--- src/rtl/tlb_pkg.sv ---
package tlb_pkg;
  typedef enum logic {
    ST_IDLE = 1'b0,
    ST_WALK = 1'b1
  } xlate_state_e;
endpackage

--- src/rtl/tlb_cam.sv ---
module tlb_cam #(
  parameter int unsigned ENTRIES = 8,
  parameter int unsigned VPN_W   = 20,
  parameter int unsigned PPN_W   = 20,
  localparam int unsigned IDX_W  = (ENTRIES > 1) ? $clog2(ENTRIES) : 1
) (
  input  logic               clk_i,
  input  logic               rst_ni,
  input  logic               flush_i,
  input  logic [VPN_W-1:0]   lk_vpn_i,
  output logic               hit_o,
  output logic [PPN_W-1:0]   hit_ppn_o,
  input  logic               wr_en_i,
  input  logic [IDX_W-1:0]   wr_idx_i,
  input  logic [VPN_W-1:0]   wr_vpn_i,
  input  logic [PPN_W-1:0]   wr_ppn_i,
  output logic [ENTRIES-1:0] valid_o
);
  logic [ENTRIES-1:0] valid_q;
  logic [VPN_W-1:0]   vpn_q [ENTRIES];
  logic [PPN_W-1:0]   ppn_q [ENTRIES];
  logic [ENTRIES-1:0] hit_vec;

  for (genvar g = 0; g < ENTRIES; g++) begin : g_line
    assign hit_vec[g] = valid_q[g] && (vpn_q[g] == lk_vpn_i);

    always_ff @(posedge clk_i or negedge rst_ni) begin
      if (!rst_ni) begin
        valid_q[g] <= 1'b0;
        vpn_q[g]   <= '0;
        ppn_q[g]   <= '0;
      end else if (flush_i) begin
        valid_q[g] <= 1'b0;
      end else if (wr_en_i && (wr_idx_i == IDX_W'(g))) begin
        valid_q[g] <= 1'b1;
        vpn_q[g]   <= wr_vpn_i;
        ppn_q[g]   <= wr_ppn_i;
      end
    end
  end

  // OR-reduce the matching line's ppn; at most one line matches
  always_comb begin
    hit_ppn_o = '0;
    for (int i = 0; i < ENTRIES; i++) begin
      if (hit_vec[i]) hit_ppn_o = hit_ppn_o | ppn_q[i];
    end
  end

  assign hit_o   = |hit_vec;
  assign valid_o = valid_q;

  AST_HIT_ONEHOT: assert property (@(posedge clk_i) disable iff (!rst_ni)
    $onehot0(hit_vec));
  AST_FLUSH_CLEARS: assert property (@(posedge clk_i) disable iff (!rst_ni)
    flush_i |=> (valid_q == '0));
endmodule

--- src/rtl/tlb_victim.sv ---
module tlb_victim #(
  parameter int unsigned ENTRIES = 8,
  localparam int unsigned IDX_W  = (ENTRIES > 1) ? $clog2(ENTRIES) : 1
) (
  input  logic               clk_i,
  input  logic               rst_ni,
  input  logic [ENTRIES-1:0] valid_i,
  input  logic               refill_i,
  output logic [IDX_W-1:0]   victim_o
);
  logic [IDX_W-1:0] rr_q;
  logic [IDX_W-1:0] free_idx;
  logic             all_full;

  assign all_full = &valid_i;

  // lowest-indexed invalid line wins
  always_comb begin
    free_idx = '0;
    for (int i = ENTRIES - 1; i >= 0; i--) begin
      if (!valid_i[i]) free_idx = IDX_W'(i);
    end
  end

  assign victim_o = all_full ? rr_q : free_idx;

  always_ff @(posedge clk_i or negedge rst_ni) begin
    if (!rst_ni) begin
      rr_q <= '0;
    end else if (refill_i && all_full) begin
      rr_q <= (rr_q == IDX_W'(ENTRIES - 1)) ? '0 : rr_q + 1'b1;
    end
  end

  AST_VICTIM_FREE: assert property (@(posedge clk_i) disable iff (!rst_ni)
    !all_full |-> !valid_i[victim_o]);
  AST_RR_RANGE: assert property (@(posedge clk_i) disable iff (!rst_ni)
    rr_q <= IDX_W'(ENTRIES - 1));
endmodule

--- src/rtl/tlb_xlate.sv ---
module tlb_xlate
  import tlb_pkg::*;
#(
  parameter int unsigned VA_W     = 32,
  parameter int unsigned PA_W     = 32,
  parameter int unsigned PG_OFF_W = 12,
  parameter int unsigned ENTRIES  = 8,
  localparam int unsigned VPN_W   = VA_W - PG_OFF_W,
  localparam int unsigned PPN_W   = PA_W - PG_OFF_W,
  localparam int unsigned IDX_W   = (ENTRIES > 1) ? $clog2(ENTRIES) : 1
) (
  input  logic             clk_i,
  input  logic             rst_ni,
  input  logic             req_valid_i,
  output logic             req_ready_o,
  input  logic [VA_W-1:0]  req_vaddr_i,
  output logic             rsp_valid_o,
  output logic [PA_W-1:0]  rsp_paddr_o,
  output logic             rsp_fault_o,
  output logic             walk_req_valid_o,
  output logic [VPN_W-1:0] walk_req_vpn_o,
  input  logic             walk_rsp_valid_i,
  input  logic             walk_rsp_mapped_i,
  input  logic [PPN_W-1:0] walk_rsp_ppn_i,
  input  logic             flush_i
);
  xlate_state_e        state_q;
  logic [VPN_W-1:0]    vpn_q;
  logic [PG_OFF_W-1:0] off_q;
  logic                rsp_valid_q, rsp_fault_q;
  logic [PA_W-1:0]     rsp_paddr_q;

  logic                accept, walk_done, refill;
  logic                hit;
  logic [PPN_W-1:0]    hit_ppn;
  logic [ENTRIES-1:0]  valid;
  logic [IDX_W-1:0]    victim;
  logic [VPN_W-1:0]    req_vpn;
  logic [PG_OFF_W-1:0] req_off;

  assign req_vpn     = req_vaddr_i[VA_W-1:PG_OFF_W];
  assign req_off     = req_vaddr_i[PG_OFF_W-1:0];
  assign req_ready_o = (state_q == ST_IDLE);
  assign accept      = req_valid_i && req_ready_o;
  assign walk_done   = (state_q == ST_WALK) && walk_rsp_valid_i;
  assign refill      = walk_done && walk_rsp_mapped_i && !flush_i;

  tlb_cam #(
    .ENTRIES (ENTRIES),
    .VPN_W   (VPN_W),
    .PPN_W   (PPN_W)
  ) i_cam (
    .clk_i     (clk_i),
    .rst_ni    (rst_ni),
    .flush_i   (flush_i),
    .lk_vpn_i  (req_vpn),
    .hit_o     (hit),
    .hit_ppn_o (hit_ppn),
    .wr_en_i   (refill),
    .wr_idx_i  (victim),
    .wr_vpn_i  (vpn_q),
    .wr_ppn_i  (walk_rsp_ppn_i),
    .valid_o   (valid)
  );

  tlb_victim #(
    .ENTRIES (ENTRIES)
  ) i_victim (
    .clk_i    (clk_i),
    .rst_ni   (rst_ni),
    .valid_i  (valid),
    .refill_i (refill),
    .victim_o (victim)
  );

  always_ff @(posedge clk_i or negedge rst_ni) begin
    if (!rst_ni) begin
      state_q     <= ST_IDLE;
      vpn_q       <= '0;
      off_q       <= '0;
      rsp_valid_q <= 1'b0;
      rsp_fault_q <= 1'b0;
      rsp_paddr_q <= '0;
    end else begin
      rsp_valid_q <= 1'b0;
      rsp_fault_q <= 1'b0;
      unique case (state_q)
        ST_IDLE: begin
          if (accept) begin
            vpn_q <= req_vpn;
            off_q <= req_off;
            if (hit) begin
              rsp_valid_q <= 1'b1;
              rsp_paddr_q <= {hit_ppn, req_off};
            end else begin
              state_q <= ST_WALK;
            end
          end
        end
        ST_WALK: begin
          if (walk_rsp_valid_i) begin
            state_q     <= ST_IDLE;
            rsp_valid_q <= 1'b1;
            if (walk_rsp_mapped_i) begin
              rsp_paddr_q <= {walk_rsp_ppn_i, off_q};
            end else begin
              rsp_fault_q <= 1'b1;
              rsp_paddr_q <= '0;
            end
          end
        end
        default: state_q <= ST_IDLE;
      endcase
    end
  end

  assign rsp_valid_o      = rsp_valid_q;
  assign rsp_fault_o      = rsp_fault_q;
  assign rsp_paddr_o      = rsp_paddr_q;
  assign walk_req_valid_o = (state_q == ST_WALK);
  assign walk_req_vpn_o   = vpn_q;

  AST_OFFSET_KEPT: assert property (@(posedge clk_i) disable iff (!rst_ni)
    (rsp_valid_o && !rsp_fault_o) |-> (rsp_paddr_o[PG_OFF_W-1:0] == off_q));
  AST_WALK_HELD: assert property (@(posedge clk_i) disable iff (!rst_ni)
    (walk_req_valid_o && !walk_rsp_valid_i) |=> (walk_req_valid_o && $stable(walk_req_vpn_o)));
  AST_NO_RSP_WHILE_WALK: assert property (@(posedge clk_i) disable iff (!rst_ni)
    walk_req_valid_o |-> (!rsp_valid_o && !req_ready_o));
  AST_FAULT_ZERO: assert property (@(posedge clk_i) disable iff (!rst_ni)
    rsp_fault_o |-> (rsp_valid_o && (rsp_paddr_o == '0)));
  AST_WALK_RETURNS: assert property (@(posedge clk_i) disable iff (!rst_ni)
    (walk_req_valid_o && walk_rsp_valid_i) |=> (rsp_valid_o && req_ready_o));
endmodule

--- config.mk ---
export PLATFORM = sky130hd
export DESIGN_NAME = tlb_xlate
export DESIGN_NICKNAME = d
export VERILOG_FILES = /design/src/rtl/tlb_pkg.sv /design/src/rtl/tlb_cam.sv /design/src/rtl/tlb_victim.sv /design/src/rtl/tlb_xlate.sv
export SDC_FILE = /design/constraint.sdc
export NUM_CORES = 1
export LEC_CHECK = 0
export ABC_CLOCK_PERIOD_IN_PS = 2480
export BUFFER_PORTS_ARGS = -buffer_cell sky130_fd_sc_hd__buf_2
export CELL_PAD_IN_SITES_DETAIL_PLACEMENT = 1
export CELL_PAD_IN_SITES_GLOBAL_PLACEMENT = 1
export CORE_UTILIZATION = 45
export DETAILED_ROUTE_END_ITERATION = 12
export GPL_TIMING_DRIVEN = 0
export PLACE_DENSITY = 0.7
export SYNTH_ARGS = -nofsm -noshare
export SYNTH_HDL_FRONTEND = slang
export SYNTH_SLANG_ARGS = --single-unit
--- constraint.sdc ---
create_clock -name clk_i -period 2.48 [get_ports clk_i]
set_input_delay 0.744 -clock clk_i [delete_from_list [all_inputs] [get_ports clk_i]]
set_output_delay 0.744 -clock clk_i [all_outputs]
set_load 0.02 [all_outputs]
**Yosys cells after proc, flatten, opt, wreduce, memory -nomap -nowiden**

Index checks and enable logic that the tools add are counted.

- Add/subtract/negate cells: 1
- Equal/unequal tests: 19
- Bitwise logic cells: 9
- Reductions and logical operators: 43
- Multiplexer cells: 50

Operator list:

| kind | count |
|---|---|
| $eq A20 B20 Y1 | 8 |
| $mux W20 | 8 |
| $or A20 B20 Y20 | 7 |
| $mux W32 | 4 |
| $pmux W32 S2 | 1 |
| $mux W3 | 10 |
| $mux W1 | 25 |
| $logic_and A1 B1 Y1 | 21 |
| $reduce_and A2 Y1 | 9 |
| $reduce_bool A2 Y1 | 8 |
| $eq A3 B3 Y1 const B | 5 |
| $reduce_and A8 Y1 | 1 |
| $reduce_or A8 Y1 | 1 |
| $eq A3 B2 Y1 const B | 2 |
| $ne A2 B1 Y1 const B | 2 |
| $pmux W1 S2 | 2 |
| $add A3 B1 Y3 const B | 1 |
| $eq A3 B1 Y1 const B | 1 |
| $logic_not A3 Y1 | 1 |
| $reduce_and A3 Y1 | 1 |
| $ne A2 B2 Y1 const B | 1 |
| $not A1 Y1 | 2 |
| $logic_not A1 Y1 | 1 |

- Flip-flop bits (word level): 398
- Word-level logic and storage cells: 153
- Bits of input ports: 58

**Longest topological paths before layout**

- Depth in word-level cells: 20
- Mapped depth: 9
- Depth with buffers taken out: 7

**By module**

A second synthesis with hierarchy kept.

- Cell total of the unflattened synthesis: 1409
- Area total of the unflattened synthesis: 18835.6 sq um

By module, submodules not included:

| module | area each (sq um) | cells each | times used |
|---|---|---|---|
| tlb_cam | 15636.2 | 1194 | 1 |
| tlb_xlate | 2932.8 | 189 | 1 |
| tlb_victim | 266.5 | 26 | 1 |

**Worst setup path before layout**

OpenSTA, ideal clock, no wires.

- Kind: input to register
- Start: in req_vaddr_i[27]
- End: reg rsp_paddr_q[12], in the netlist rsp_paddr_o[12]
- Arrival: 2432 ps
- Setup slack: -77 ps
- Cell stages on the path: 9
- Required time: 2355 ps
- Setup time: 125 ps
- Path through: buf_4 xor2_1 nor4b_1 nand4_1 o22ai_1 nor4_2 o21ai_4 buf_4 mux2_2

- Longest elaborated chain between the ends: 20

RTL lines:

| item | line | text |
|---|---|---|
| from (decl) | tlb_xlate.sv:16 | `input logic [VA_W-1:0] req_vaddr_i,` |
| $eq A20 B20 Y1 | tlb_cam.sv:25 | `assign hit_vec[g] = valid_q[g] && (vpn_q[g] == lk_vpn_i);` |
| $logic_and A1 B1 Y1 | tlb_cam.sv:25 |  |
| $mux W20 | tlb_cam.sv:46 | `if (hit_vec[i]) hit_ppn_o = hit_ppn_o \| ppn_q[i];` |
| $or A20 B20 Y20 | tlb_cam.sv:46 |  |
| $mux W20 | tlb_cam.sv:46 |  |
| $or A20 B20 Y20 | tlb_cam.sv:46 |  |
| $mux W20 | tlb_cam.sv:46 |  |
| $or A20 B20 Y20 | tlb_cam.sv:46 |  |
| [... 4 more ...] | n/a |  |
| $mux W20 | tlb_cam.sv:46 |  |
| $or A20 B20 Y20 | tlb_cam.sv:46 |  |
| $mux W20 | tlb_cam.sv:46 |  |
| $or A20 B20 Y20 | tlb_cam.sv:46 |  |
| $mux W20 | tlb_cam.sv:46 |  |
| $mux W32 | tlb_xlate.sv:92 | `if (hit) begin` |
| $mux W32 | tlb_xlate.sv:89 | `if (accept) begin` |
| $pmux W32 S2 | tlb_xlate.sv:87 | `unique case (state_q)` |
| to (signal assigned) | tlb_xlate.sv:94 | `rsp_paddr_q <= {hit_ppn, req_off};` |
| to (signal assigned) | tlb_xlate.sv:105 | `rsp_paddr_q <= {walk_rsp_ppn_i, off_q};` |
| to (decl) | tlb_xlate.sv:31 | `logic [PA_W-1:0] rsp_paddr_q;` |

Several ways; a longest one is shown, not always the timed one. The select of a mux whose other input is x is not followed.
A chain may end at the register's enable or synchronous reset.

**Final worst setup path**

- Start: in req_vaddr_i[23]
- End: reg rsp_paddr_q[20], in the netlist rsp_paddr_o[20]

Same word-level chain as after synthesis.

==> impl_results.md <==
- Status: finished, violations left
- Failing checks: negative setup slack
- Worst-path cell chain: buf_4, xor2_1, nor4_1, nand4_1, o22ai_2, nor4_4, o21ai_4, buf_8, buf_12, mux2_4
- TritonCTS Buffers: 46
- First-pass GRT wire length: 98710 um
- CTS hold repair buffers: 0
- Leak pwr: 11.24 nW
- Total wire length: 67510 um
- Routed Antenna Nets: 0
- Die Area: 44570 um^2
- Die X: 211.1 um
- Setup crit end kind: flip-flop
- Root buffer cell: clkbuf_16
- FP Rows: 76
- Sw Share: 0.2908
- R2r setup slk: -60 ps
- Most frequent cells in the layout: 392 x dfrtp_1, 281 x mux2_2, 178 x nand4_1
- Synth Area per Inst: 12.61 um^2
- Sequential fraction of the synthesis area: 0.5062
- Post-Synthesis Cell Area: 19680 um^2
- Post-Layout Cell Count: 2346
- Initial antenna violation count: 0
- Synth Warn #: 0
- Tightest Pin Transition: 986.4 ps
- IO buf count: 93
- Slowest cell on crit path: nor4_4
- Clock Sinks: 398
- Place WS: -1362 ps
- Number of global-route vias before repair: 15351
- Period Utilization, post-route: 1.023
- Initial core utilization: 0.4568
- Most common cell after layout, fill and taps aside: dfrtp_1
- # nets final: 1788
- HPWL after detailed placement: 47160 um
- Sequential power share: 0.437
- Clock transition at path regs: 60 ps
- Fin Setup TNS: -1077 ps
- Tmin final: 2538 ps
- P&R area growth vs syn: 23.02%
- RSZ-0062 raised after global routing: yes
- Via/cell ratio: 6.062
- IR drop worst, VDD: 0.0005872 V
- Placed Area: 21180 um^2
- GP Congestion: 0.9412
- PnR worst setup slack: -57.79 ps
- Via count: 14222
- Clock Tree Buf Depth: 3
- Final core occ: 0.5619
- WHS: 102.0 ps
- DRT Pass-1 Iters: 5
- 1st-iter DRT viols: 1126
- Worst r2r src: i_cam.vpn_q[41]$_DFFE_PN0P_
- Tightest Hold Check Type: in -> async
- Clock Latency Late Sink: 590 ps
- Crit-path max cell delay: 490 ps
- Antenna Cells: 0
- Crit path arrival time: 3010 ps
- CTS tree: built
- Routed length per instance: 28.78 um
- CP Launch Type: primary input
- Switching power: 5.195 mW
- Clock skew: 17.14 ps
- Power after layout: 17.86 mW
- WP data required: 2950 ps
- Max-slew headroom: 0.3424
- Max Cap Viol: 0
- Gate Count Post-Synth: 1560
- I/O pin count: 114
- Cells on worst reg2reg path: 9
- # setup viols final: 30
- Cell count after placement: 2241
- Core area: 43080 um^2
- Post-route cell area: 24210 um^2
- Post-Syn Nets: 1620
- Yosys reg bits: 398
- Final max-slew violation count: 0
- CP Class: in -> reg
- Combinational fraction of design power: 0.170
- Final Hold Vio Count: 0
- Largest net degree at the start of global routing: 119
- P per Cell Area: 737.9 nW/um^2
- Worst Path Max Fanout: 9
- Internal Power: 12.67 mW
- GRT Total Usage: 0.3016
- Clock power frac: 0.392
- RR Endpoint: rsp_paddr_o[20]$_DFFE_PN0P_
- Die height: 211.1 um
- Drt drc: 0
- Count of cell types in the netlist: 42
- Fmax: 394.0 MHz
- Congestion Overflow GR: 0
- Ratio of cells with drive above 1 in the final layout: 0.4532
- H-tree Lvls: 2
layer usage:
metal	up-vias	wire [um]	track usage
met5	-	0	0
met4	0	3218	0.1294
met3	158	3151	0.04832
met2	445	34110	0.5183
met1	7503	27030	0.3753
li1	6116	-	-
layout make-up:
| cell class | count | area (um^2) |
|---|---|---|
| buffer | 134 | 905.9 |
| clock buffer | 74 | 1470 |
| clock inverter | 7 | 85.08 |
| fill | 4279 | 18870 |
| inverter | 6 | 23.77 |
| multi-input combinational | 1017 | 10160 |
| sequential | 398 | 9967 |
| tap | 585 | 732.0 |
| timing repair buffer | 125 | 864.6 |
cells by family (layout without fill, tap and decap cells):
group	count (synthesis)	in the layout	synth area share
AO/OA/AOI/OAI	133	133	0.04693
XOR/XNOR	160	160	0.07122
flip-flops	398	398	0.5062
multiplexers	386	386	0.2358
AND/OR/NAND/NOR	336	336	0.1014
adder cells (fa/ha/maj)	2	2	0.001272
buffers and inverters	145	346	0.03726
power groups by stage:
| stage | sequential (mW) | combinational [mW] | clock (mW) |
|---|---|---|---|
| 2_1_floorplan | 7.86 | 1.48 | 0 |
| 3_3_place_gp | 7.83 | 2.64 | 0 |
| 3_5_place_dp | 7.86 | 2.72 | 0 |
| 4_1_cts | 7.79 | 2.87 | 7.10 |
| 5_1_grt | 7.89 | 3.21 | 7.36 |
| 6_report | 7.81 | 3.04 | 7.01 |
synth_stat cells, drive strengths merged:
library cell	instances	share of area
mux2	386	0.24
nor3	19	0.0051
o21ai	10	0.0031
inv	4	0.00076
o211ai	1	0.00038
nor2	9	0.0017
nor4	58	0.019
buf	61	0.021
ha	2	0.0013
nand3b	6	0.0023
xor2	152	0.068
and3	2	0.00064
o22ai	84	0.027
nor4b	8	0.0036
nand4	179	0.057
clkbuf	78	0.015
dfrtp	398	0.51
and3b	1	0.00045
a22o	12	0.0053
and2	1	0.00032
xnor2	8	0.0036
or3	1	0.00032
nand2	47	0.0090
or4	1	0.00038
a21boi	1	0.00038
or4b	1	0.00051
clkinv	2	0.00038
nand3	2	0.00051
a21o	5	0.0019
o41ai	19	0.0085
a31oi	1	0.00064
nor3b	1	0.00064
critical path: cells and delay by family:
kind                   cells  cell delay, ps
AND/OR/NAND/NOR            3             740
AO/OA/AOI/OAI              2             220
buffers and inverters      3             560
multiplexers               1             300
XOR/XNOR                   1             420
what timing repair did:
action | 4_1_cts | 5_1_grt
pin swaps | 6 | 11
gates resized for setup | 119 | 110
setup endpoints to repair | 323 | 331
cloned | 0 | 3
endpoints found under the hold margin | 0 | 0
setup buffers | 11 | 17
registers in the layout (all words and copies together) (netlist names), 3 cells and up:
| register | count |
|---|---|
| i_cam.ppn_q | 160 |
| i_cam.vpn_q | 160 |
| rsp_paddr_o | 32 |
| walk_req_vpn_o | 20 |
| off_q | 12 |
| i_cam.valid_o | 8 |
| i_victim.rr_q | 3 |
worst max path at each step:
stage                                      start                          end  cells past startpoint
floorplan                        req_vaddr_i[25]  rsp_paddr_o[12]$_DFFE_PN0P_                      9
global placement                          rst_ni         off_q[7]$_DFFE_PN0P_                      1
detailed placement               req_vaddr_i[15]  rsp_paddr_o[20]$_DFFE_PN0P_                      9
CTS                 i_cam.vpn_q[131]$_DFFE_PN0P_  rsp_paddr_o[18]$_DFFE_PN0P_                      8
global route         i_cam.vpn_q[94]$_DFFE_PN0P_  rsp_paddr_o[14]$_DFFE_PN0P_                      9
finish                           req_vaddr_i[23]  rsp_paddr_o[20]$_DFFE_PN0P_                     10
(Power assumes the default switching activity.)
